File: src/rtl/xmmu_pkg.sv
// Shared constants, types and helpers for the translation-unit register block.
// Assumes byte offsets on an 8-bit register address and 32-bit data.
package xmmu_pkg;
    localparam int REG_AW     = 8;
    localparam int DW         = 32;
    localparam int NUM_FLT    = 8;
    localparam int FLT_TW     = $clog2(NUM_FLT);
    localparam int NUM_SLOT   = 4;
    localparam int PAGE_SHIFT = 12;
    localparam int PAGE_W     = DW - PAGE_SHIFT;

    localparam logic [REG_AW-1:0] OFF_CTRL  = 8'h00;
    localparam logic [REG_AW-1:0] OFF_CFG   = 8'h04;
    localparam logic [REG_AW-1:0] OFF_STAT  = 8'h08;
    localparam logic [REG_AW-1:0] OFF_FLALL = 8'h0C;
    localparam logic [REG_AW-1:0] OFF_FLONE = 8'h10;
    localparam logic [REG_AW-1:0] OFF_PTB   = 8'h14;
    localparam logic [REG_AW-1:0] OFF_IST   = 8'h18;
    localparam logic [REG_AW-1:0] OFF_ICLR  = 8'h1C;
    localparam logic [REG_AW-1:0] OFF_CPF   = 8'h24;
    localparam logic [REG_AW-1:0] OFF_CWR   = 8'h28;
    localparam logic [REG_AW-1:0] OFF_CRD   = 8'h2C;
    localparam logic [REG_AW-1:0] OFF_CDS   = 8'h30;
    localparam logic [REG_AW-1:0] OFF_VER   = 8'h34;
    localparam logic [REG_AW-1:0] OFF_PF0   = 8'h4C;

    localparam logic [DW-1:0] CTRL_OFF = 32'h0;
    localparam logic [DW-1:0] CTRL_ON  = 32'h5;
    localparam logic [DW-1:0] CTRL_BLK = 32'h7;

    // Capture slot indices
    localparam int SLOT_PF = 0;
    localparam int SLOT_RD = 1;
    localparam int SLOT_WR = 2;
    localparam int SLOT_DS = 3;

    typedef enum logic [1:0] {MODE_OFF, MODE_ON, MODE_BLK} mode_e;

    // Maps a fault kind to the capture slot that records its address.
    function automatic int slot_of(input logic [FLT_TW-1:0] kind);
        case (kind)
            3'd0:                 return SLOT_PF;
            3'd3:                 return SLOT_DS;
            3'd1, 3'd4, 3'd5:     return SLOT_RD;
            default:              return SLOT_WR;
        endcase
    endfunction
endpackage

File: src/rtl/xmmu_mode_fsm.sv
// Operating-mode state: off, translating, or stalled.
// Assumes the decoded control write strobe and raw write value; faults
// override software and force the stall.
module xmmu_mode_fsm
    import xmmu_pkg::*;
(
    input  logic          clk,
    input  logic          rst_n,
    input  logic          ctrl_wr,
    input  logic [DW-1:0] ctrl_val,
    input  logic          flt_valid,
    output logic          xlat_en,
    output logic          stall_req,
    output logic [DW-1:0] ctrl_rd
);
    mode_e mode_q, mode_d;

    // Next mode: software command first, then fault override.
    always_comb begin
        mode_d = mode_q;
        if (ctrl_wr) begin
            case (ctrl_val)
                CTRL_ON:  mode_d = MODE_ON;
                CTRL_BLK: mode_d = MODE_BLK;
                CTRL_OFF: mode_d = MODE_OFF;
                default:  mode_d = mode_q;
            endcase
        end
        if (flt_valid) mode_d = MODE_BLK;
    end

    // Mode register.
    always_ff @(posedge clk) begin
        if (!rst_n) mode_q <= MODE_OFF;
        else        mode_q <= mode_d;
    end

    // Decode mode to outputs and control readback.
    always_comb begin
        xlat_en   = (mode_q != MODE_OFF);
        stall_req = (mode_q == MODE_BLK);
        case (mode_q)
            MODE_ON:  ctrl_rd = CTRL_ON;
            MODE_BLK: ctrl_rd = CTRL_BLK;
            default:  ctrl_rd = CTRL_OFF;
        endcase
    end


    fault_blocks_chk: assert property (@(posedge clk) disable iff (!rst_n)
        flt_valid |=> stall_req);


    ctrl_on_chk: assert property (@(posedge clk) disable iff (!rst_n)
        (ctrl_wr && ctrl_val == CTRL_ON && !flt_valid) |=> (xlat_en && !stall_req));


    ctrl_bad_val_chk: assert property (@(posedge clk) disable iff (!rst_n)
        (ctrl_wr && ctrl_val != CTRL_ON && ctrl_val != CTRL_BLK &&
         ctrl_val != CTRL_OFF && !flt_valid) |=> $stable(ctrl_rd));
endmodule

File: src/rtl/xmmu_fault_log.sv
// Sticky fault status bits, interrupt line and per-kind address capture.
// Assumes at most one fault event per cycle; a clear never beats a fault.
module xmmu_fault_log
    import xmmu_pkg::*;
(
    input  logic                           clk,
    input  logic                           rst_n,
    input  logic                           flt_valid,
    input  logic [FLT_TW-1:0]              flt_type,
    input  logic [DW-1:0]                  flt_addr,
    input  logic                           clr_wr,
    input  logic [NUM_FLT-1:0]             clr_mask,
    output logic [NUM_FLT-1:0]             ist,
    output logic                           irq,
    output logic [NUM_SLOT-1:0][DW-1:0]    cap
);
    logic [NUM_FLT-1:0] ist_q;
    logic [NUM_FLT-1:0] set_vec, clr_vec;

    // Set and clear vectors for this cycle.
    always_comb begin
        set_vec = flt_valid ? (NUM_FLT'(1) << flt_type) : '0;
        clr_vec = clr_wr ? clr_mask : '0;
    end

    // Sticky status: set wins over clear.
    always_ff @(posedge clk) begin
        if (!rst_n) ist_q <= '0;
        else        ist_q <= (ist_q & ~clr_vec) | set_vec;
    end

    assign ist = ist_q;
    assign irq = |ist_q;

    for (genvar s = 0; s < NUM_SLOT; s++) begin : g_cap
        logic [DW-1:0] addr_q;
        // Latch the faulting address when the kind maps to this slot.
        always_ff @(posedge clk) begin
            if (!rst_n)                               addr_q <= '0;
            else if (flt_valid && slot_of(flt_type) == s) addr_q <= flt_addr;
        end
        assign cap[s] = addr_q;
    end


    fault_sets_bit_chk: assert property (@(posedge clk) disable iff (!rst_n)
        flt_valid |=> ist_q[$past(flt_type)]);


    clear_drops_bits_chk: assert property (@(posedge clk) disable iff (!rst_n)
        (clr_wr && !flt_valid) |=> ((ist_q & $past(clr_mask)) == '0));


    page_cap_chk: assert property (@(posedge clk) disable iff (!rst_n)
        (flt_valid && flt_type == '0) |=> (cap[SLOT_PF] == $past(flt_addr)));
endmodule

File: src/rtl/xmmu_pf_regs.sv
// Prefetch window start/end register pairs.
// Assumes entries are laid out start, end, start, end ... at 4-byte steps.
module xmmu_pf_regs
    import xmmu_pkg::*;
#(
    parameter int NUM_PF = 2,
    localparam int NE    = 2 * NUM_PF
)(
    input  logic                     clk,
    input  logic                     rst_n,
    input  logic                     wr,
    input  logic [REG_AW-1:0]        addr,
    input  logic [DW-1:0]            wdata,
    output logic [NE-1:0][DW-1:0]    ent
);
    for (genvar e = 0; e < NE; e++) begin : g_ent
        localparam logic [REG_AW-1:0] MY_OFF = REG_AW'(OFF_PF0 + 4 * e);
        logic [DW-1:0] val_q;
        // Store a write addressed to this entry.
        always_ff @(posedge clk) begin
            if (!rst_n)                    val_q <= '0;
            else if (wr && addr == MY_OFF) val_q <= wdata;
        end
        assign ent[e] = val_q;
    end
endmodule

File: src/rtl/xmmu_regblk.sv
// Top of the translation-unit control and fault register block: address
// decode, config and table base, flush strobes and the read mux.
// Assumes single-cycle writes; reads are combinational on reg_addr.
module xmmu_regblk
    import xmmu_pkg::*;
#(
    parameter int NUM_PF    = 2,
    parameter int VER_MAJOR = 3
)(
    input  logic                clk,
    input  logic                rst_n,
    input  logic                reg_wr,
    input  logic [7:0]          reg_addr,
    input  logic [31:0]         reg_wdata,
    output logic [31:0]         reg_rdata,
    input  logic                flt_valid,
    input  logic [2:0]          flt_type,
    input  logic [31:0]         flt_addr,
    input  logic                path_drained,
    output logic                xlat_en,
    output logic                stall_req,
    output logic                irq,
    output logic [31:0]         pt_base,
    output logic                tlb_flush_all,
    output logic                tlb_flush_one,
    output logic [19:0]         tlb_flush_page
);
    localparam int NE = 2 * NUM_PF;
    localparam logic [DW-1:0] VER_WORD = {4'(VER_MAJOR), 28'h0};

    logic [DW-1:0]                 ctrl_rd;
    logic [NUM_FLT-1:0]            ist;
    logic [NUM_SLOT-1:0][DW-1:0]   cap;
    logic [NE-1:0][DW-1:0]         pf_ent;
    logic [DW-1:0]                 cfg_q, ptb_q;
    logic                          fl_all_q, fl_one_q;
    logic [PAGE_W-1:0]             fl_page_q;
    logic                          blocked;

    xmmu_mode_fsm u_mode (
        .clk       (clk),
        .rst_n     (rst_n),
        .ctrl_wr   (reg_wr && reg_addr == OFF_CTRL),
        .ctrl_val  (reg_wdata),
        .flt_valid (flt_valid),
        .xlat_en   (xlat_en),
        .stall_req (stall_req),
        .ctrl_rd   (ctrl_rd)
    );

    xmmu_fault_log u_flog (
        .clk       (clk),
        .rst_n     (rst_n),
        .flt_valid (flt_valid),
        .flt_type  (flt_type),
        .flt_addr  (flt_addr),
        .clr_wr    (reg_wr && reg_addr == OFF_ICLR),
        .clr_mask  (reg_wdata[NUM_FLT-1:0]),
        .ist       (ist),
        .irq       (irq),
        .cap       (cap)
    );

    xmmu_pf_regs #(.NUM_PF(NUM_PF)) u_pf (
        .clk   (clk),
        .rst_n (rst_n),
        .wr    (reg_wr),
        .addr  (reg_addr),
        .wdata (reg_wdata),
        .ent   (pf_ent)
    );

    // Configuration word and page-table base registers.
    always_ff @(posedge clk) begin
        if (!rst_n) begin
            cfg_q <= '0;
            ptb_q <= '0;
        end else if (reg_wr) begin
            if (reg_addr == OFF_CFG) cfg_q <= reg_wdata;
            if (reg_addr == OFF_PTB) ptb_q <= reg_wdata;
        end
    end

    // One-cycle flush strobes toward the TLB.
    always_ff @(posedge clk) begin
        if (!rst_n) begin
            fl_all_q  <= 1'b0;
            fl_one_q  <= 1'b0;
            fl_page_q <= '0;
        end else begin
            fl_all_q <= reg_wr && reg_addr == OFF_FLALL && reg_wdata[0];
            fl_one_q <= reg_wr && reg_addr == OFF_FLONE && reg_wdata[0];
            if (reg_wr && reg_addr == OFF_FLONE && reg_wdata[0])
                fl_page_q <= reg_wdata[DW-1:PAGE_SHIFT];
        end
    end

    assign pt_base        = ptb_q;
    assign tlb_flush_all  = fl_all_q;
    assign tlb_flush_one  = fl_one_q;
    assign tlb_flush_page = fl_page_q;
    assign blocked        = stall_req && path_drained;

    // Read mux over the register map.
    always_comb begin
        reg_rdata = '0;
        case (reg_addr)
            OFF_CTRL: reg_rdata = ctrl_rd;
            OFF_CFG:  reg_rdata = cfg_q;
            OFF_STAT: reg_rdata = {{(DW-1){1'b0}}, blocked};
            OFF_PTB:  reg_rdata = ptb_q;
            OFF_IST:  reg_rdata = {{(DW-NUM_FLT){1'b0}}, ist};
            OFF_CPF:  reg_rdata = cap[SLOT_PF];
            OFF_CWR:  reg_rdata = cap[SLOT_WR];
            OFF_CRD:  reg_rdata = cap[SLOT_RD];
            OFF_CDS:  reg_rdata = cap[SLOT_DS];
            OFF_VER:  reg_rdata = VER_WORD;
            default: begin
                for (int e = 0; e < NE; e++)
                    if (reg_addr == REG_AW'(OFF_PF0 + 4 * e)) reg_rdata = pf_ent[e];
            end
        endcase
    end


    flush_all_pulse_chk: assert property (@(posedge clk) disable iff (!rst_n)
        (reg_wr && reg_addr == OFF_FLALL && reg_wdata[0]) |=> tlb_flush_all);


    flush_one_page_chk: assert property (@(posedge clk) disable iff (!rst_n)
        (reg_wr && reg_addr == OFF_FLONE && reg_wdata[0]) |=>
        (tlb_flush_one && tlb_flush_page == $past(reg_wdata[31:12])));


    ptbase_write_chk: assert property (@(posedge clk) disable iff (!rst_n)
        (reg_wr && reg_addr == OFF_PTB) |=> (pt_base == $past(reg_wdata)));


    status_needs_stall_chk: assert property (@(posedge clk) disable iff (!rst_n)
        (reg_addr == OFF_STAT && !stall_req) |-> (reg_rdata == '0));
endmodule

File: config.mk
export PLATFORM = sky130hd
export DESIGN_NAME = xmmu_regblk
export DESIGN_NICKNAME = d
export VERILOG_FILES = /design/src/rtl/xmmu_pkg.sv /design/src/rtl/xmmu_mode_fsm.sv /design/src/rtl/xmmu_fault_log.sv /design/src/rtl/xmmu_pf_regs.sv /design/src/rtl/xmmu_regblk.sv
export SDC_FILE = /design/constraint.sdc
export NUM_CORES = 1
export LEC_CHECK = 0
export BUFFER_PORTS_ARGS = -buffer_cell sky130_fd_sc_hd__buf_2
export CAP_MARGIN = 20
export CORE_ASPECT_RATIO = 1.4
export CORE_UTILIZATION = 53
export DETAILED_ROUTE_END_ITERATION = 8
export PLACE_DENSITY_LB_ADDON = 0.3
export SLEW_MARGIN = 30
export SYNTH_ARGS = -nofsm -noshare
export SYNTH_HDL_FRONTEND = slang
export SYNTH_SLANG_ARGS = --single-unit
File: constraint.sdc
create_clock -name clk -period 2.3 [get_ports clk]
set_input_delay 0.46 -clock clk [delete_from_list [all_inputs] [get_ports clk]]
set_output_delay 0.46 -clock clk [all_outputs]
set_load 0.02 [all_outputs]
==> impl_metrics.yaml <==
floorplanning:
  die_w_um: 144.2
  die-area_um2: 29010
  io_pins: 169
  num_rows: 72
  core_area_um2: 27750
  initial_core_util: 0.5410
  die_h_um: 201.1
placement:
  gp_congestion: 0.9281
  place_ws_ns: -0.5233
  placed_area_um2: 17120
  dpl.hpwl_um: 35650
  io_buffers: 168
  dp_cells: 2421
routing:
  via_per_inst: 6.219
  wl_met1_um: 20270
  routed-wl-met3_um: 5362
  route.detailed.drc: 0
  vias: 15540
  wire_per_inst_um: 21.14
  wl_um: 52810
  ant_nets: 0
  first_pass_iters: 8
  met2_length_um: 24030
  route.top_layer_used: "met4"
  drtIter0Drc: 1767
cells_and_area:
  fin_cells: 2498
  fillers: 2236
  post-route-util: 0.6837
  finalInstanceArea_um2: 18970
  final_layout_size_suffix_gt1_frac: 0.2271
  ff_latch_area_um2: 7047
  fin_nets: 2187
  syn2layout_area_growth_pct: 26.37
  multiInputGateArea_um2: 7555
logic_synthesis:
  synthAdderAreaFrac: 0.001667
  synthXorXnorAreaFrac: 0
  avgSynthCellArea_um2: 7.811
  ys_async_sr_fraction: 0
  synth_largest_area_cell: "dfxtp_1"
  syn_area_um2: 15010
  synth_cell_types: 56
  synth-main-ff-cell: "dfxtp_1"
  synth_simple_gate_area_frac: 0.2252
  synth_top_family_by_area: "compound AO/OA/AOI/OAI gates"
  synth_nets: 2004
  yosys_warnings: 0
  syn-instance-count: 1922
  synth_edf_count: 0
  ys_seq_area_frac: 0.4694
  yosysTopAreaCellShare: 0.4694
  synth_area_leaders: "dfxtp_1, nand2_1, a21oi_1"
  synth_mux_area_frac: 0.01334
  ys_ff_latch: 352
  synth_compound_area_frac: 0.2339
timing:
  rsz0062_at_grt: "true"
  setup_slack_ns: -0.4951
  hold_violations: 0
  whs_ns: 0.2163
  relSlewSlack: 0.5091
  drv_slew: 0
  finalClockSkew_ns: 0
  finalCriticalPeriod_ns: 2.795
  period_share: 1.215
  setup_tns_ns: -13.51
  setup_violations: 32
  fmax_ghz: 0.3578
  worstMarginPinSlew_ns: 0.7363
worst_hold_path:
  hp-class: "input pin to register"
clocking:
  cts_made_buffers: 34
  clk_pin_slew_ns: 0.06
  clk_latency_ns: 0.51
  ctsRootBufferMaster: "clkbuf_16"
  numClockSinks: 352
  cts_hold_buf: 0
  cts_buffer_depth: 3
  cts_tree: "done"
  h-tree-depth: 2
worst_setup_path:
  cp_slowest_stage_delay_ns: 0.56
  cp.arrival_ns: 2.34
  reg2reg_slack_ns: 1.51
  cp_common_cell: "buf_12"
  cpMaxStageDelayCell: "or4b_4"
  cp-startpoint: "reg_addr[0]"
  cp-start-kind: "input pin"
  cp.required_ns: 1.84
  critPathTopFamily: "buffers and inverters"
  critPathCaptureType: "primary output"
  cp_num_cells: 10
  crit_end: "reg_rdata[11]"
  r2r_end: "u_flog.ist[1]"
  critPathBufInv: 6
  cp_cell_sequence: "buf_6, buf_6, or4b_4, buf_12, a21boi_4, buf_12, buf_12, a221oi_1, o2111ai_2, buf_4"
  r2r-start: "u_flog.ist[1]"
  critical_path_class: "input pin to primary output"
  rr_worst_depth: 2
  critPathMaxFanout: 9
power_and_ir_drop:
  p_per_area_nw_per_um2: 677.5
  vdd_ir_drop_max_v: 0.0004574
  power.total_mw: 12.85
  p_leak_nw: 7.089
global_route:
  antenna_found_initial: 0
  grt_overflow_total: 0
  grt.total_usage: 0.3605
  grt_pass1_wl_um: 80840
  grt_pass1_vias: 14400
  grt_start_max_net_pins: 96
outcome:
  status: "finished, violations left"
  violations: "setup timing"
flow_run:
  drv_cap: 0
==> routing by layer <==
| metal | vias up | GRT usage |
|---|---|---|
| met5 | - | 0 |
| met4 | 0 | 0.1959 |
| met3 | 213 | 0.05450 |
| met2 | 1032 | 0.5600 |
| met1 | 7306 | 0.4780 |
| li1 | 6984 | - |
==> cells by family after synthesis <==
group / count (synthesis)
AND/OR/NAND/NOR: 812
flip-flops: 352
multiplexers: 20
buffers and inverters: 198
adder cells (fa/ha/maj): 2
AO/OA/AOI/OAI: 538
==> worst min-delay path by stage <==
stage	startpoint	end	slack [ns]	cells past startpoint
finish	flt_addr[30]	u_flog.g_cap[2].addr_q[30]	0.22	3
floorplan	u_flog.g_cap[3].addr_q[1]	u_flog.g_cap[3].addr_q[1]	0.43	2
global route	flt_addr[24]	u_flog.g_cap[3].addr_q[24]	0.22	3
detailed placement	cfg_q[13]	cfg_q[13]	0.45	2
CTS	flt_addr[24]	u_flog.g_cap[0].addr_q[24]	0.21	3
global placement	u_flog.g_cap[2].addr_q[21]	u_flog.g_cap[2].addr_q[21]	0.44	2
==> power by group <==
part / leakage (nW) / internal [mW] / switching [mW]
sequential: 2.84 / 6.18 / 0.0521
combinational: 3.69 / 0.313 / 0.574
clock: 0.554 / 3.33 / 2.41
total: 7.09 / 9.82 / 3.03
==> cell type report <==
type,count,share of cell area
well taps,370,0.02440
diodes,1,0.0001319
flip-flops and latches,352,0.3715
inverters,7,0.001781
clock inverters,10,0.006991
repair buffers,338,0.1451
clock buffers,48,0.05191
multi-input cells,1372,0.3982
==> worst min-delay path, delay by kind of cell <==
| family | cells | cell delay, ns |
|---|---|---|
| AOI/OAI and AO/OA | 1 | 0.05 |
| buffers and inverters | 1 | 0.12 |
| and+or+nand+nor | 1 | 0.05 |
==> cells in the final DEF (no fill, tap or decap), drive strengths merged, types with 6 or more instances in the layout <==
cell type,synthesis,final
a22o,22,22
o211ai,6,6
a21boi,8,8
nor4,10,10
and2,24,24
nand4,7,7
nand3,37,37
o221ai,6,6
o22ai,36,36
o2111ai,16,16
dfxtp,352,352
and3,11,11
a221oi,19,19
nand2,662,662
clkbuf,129,48
o21a,7,7
mux2i,20,20
a21oi,323,323
buf,62,338
a32oi,10,10
a22oi,38,38
inv,7,9
nor2,36,36
a32o,6,6
a222oi,21,21
==> cells in the mapped netlist (5+ instances only) <==
| library cell | number |
|---|---|
| a21boi_0 | 7 |
| a21oi_1 | 323 |
| a221oi_1 | 9 |
| a221oi_2 | 10 |
| a222oi_1 | 21 |
| a22o_1 | 22 |
| a22oi_1 | 38 |
| a32o_1 | 6 |
| a32oi_1 | 10 |
| and2_1 | 24 |
| and3_1 | 11 |
| buf_2 | 54 |
| buf_4 | 5 |
| clkbuf_1 | 129 |
| dfxtp_1 | 352 |
| inv_1 | 7 |
| mux2i_1 | 20 |
| nand2_1 | 662 |
| nand2b_1 | 5 |
| nand3_1 | 37 |
| nand4_1 | 7 |
| nor2_1 | 35 |
| nor3_1 | 5 |
| nor4_1 | 8 |
| o2111ai_1 | 12 |
| o211ai_1 | 5 |
| o21a_1 | 7 |
| o221ai_2 | 5 |
| o22ai_1 | 35 |
==> registers in the layout (all words and copies together), names as in the netlist <==
signal,count
u_flog.ist,8
cfg_q,32
tlb_flush_all,1
u_pf.g_ent.val_q,128
pt_base,32
u_mode.mode_q,2
tlb_flush_one,1
tlb_flush_page,20
u_flog.g_cap.addr_q,128
==> timing repair <==
action	4_1_cts	5_1_grt
pin swaps	26	30
gates resized for setup	99	35
setup endpoints to repair	32	32
cloned	2	0
setup buffers	20	1
(Power assumes the default switching activity.)
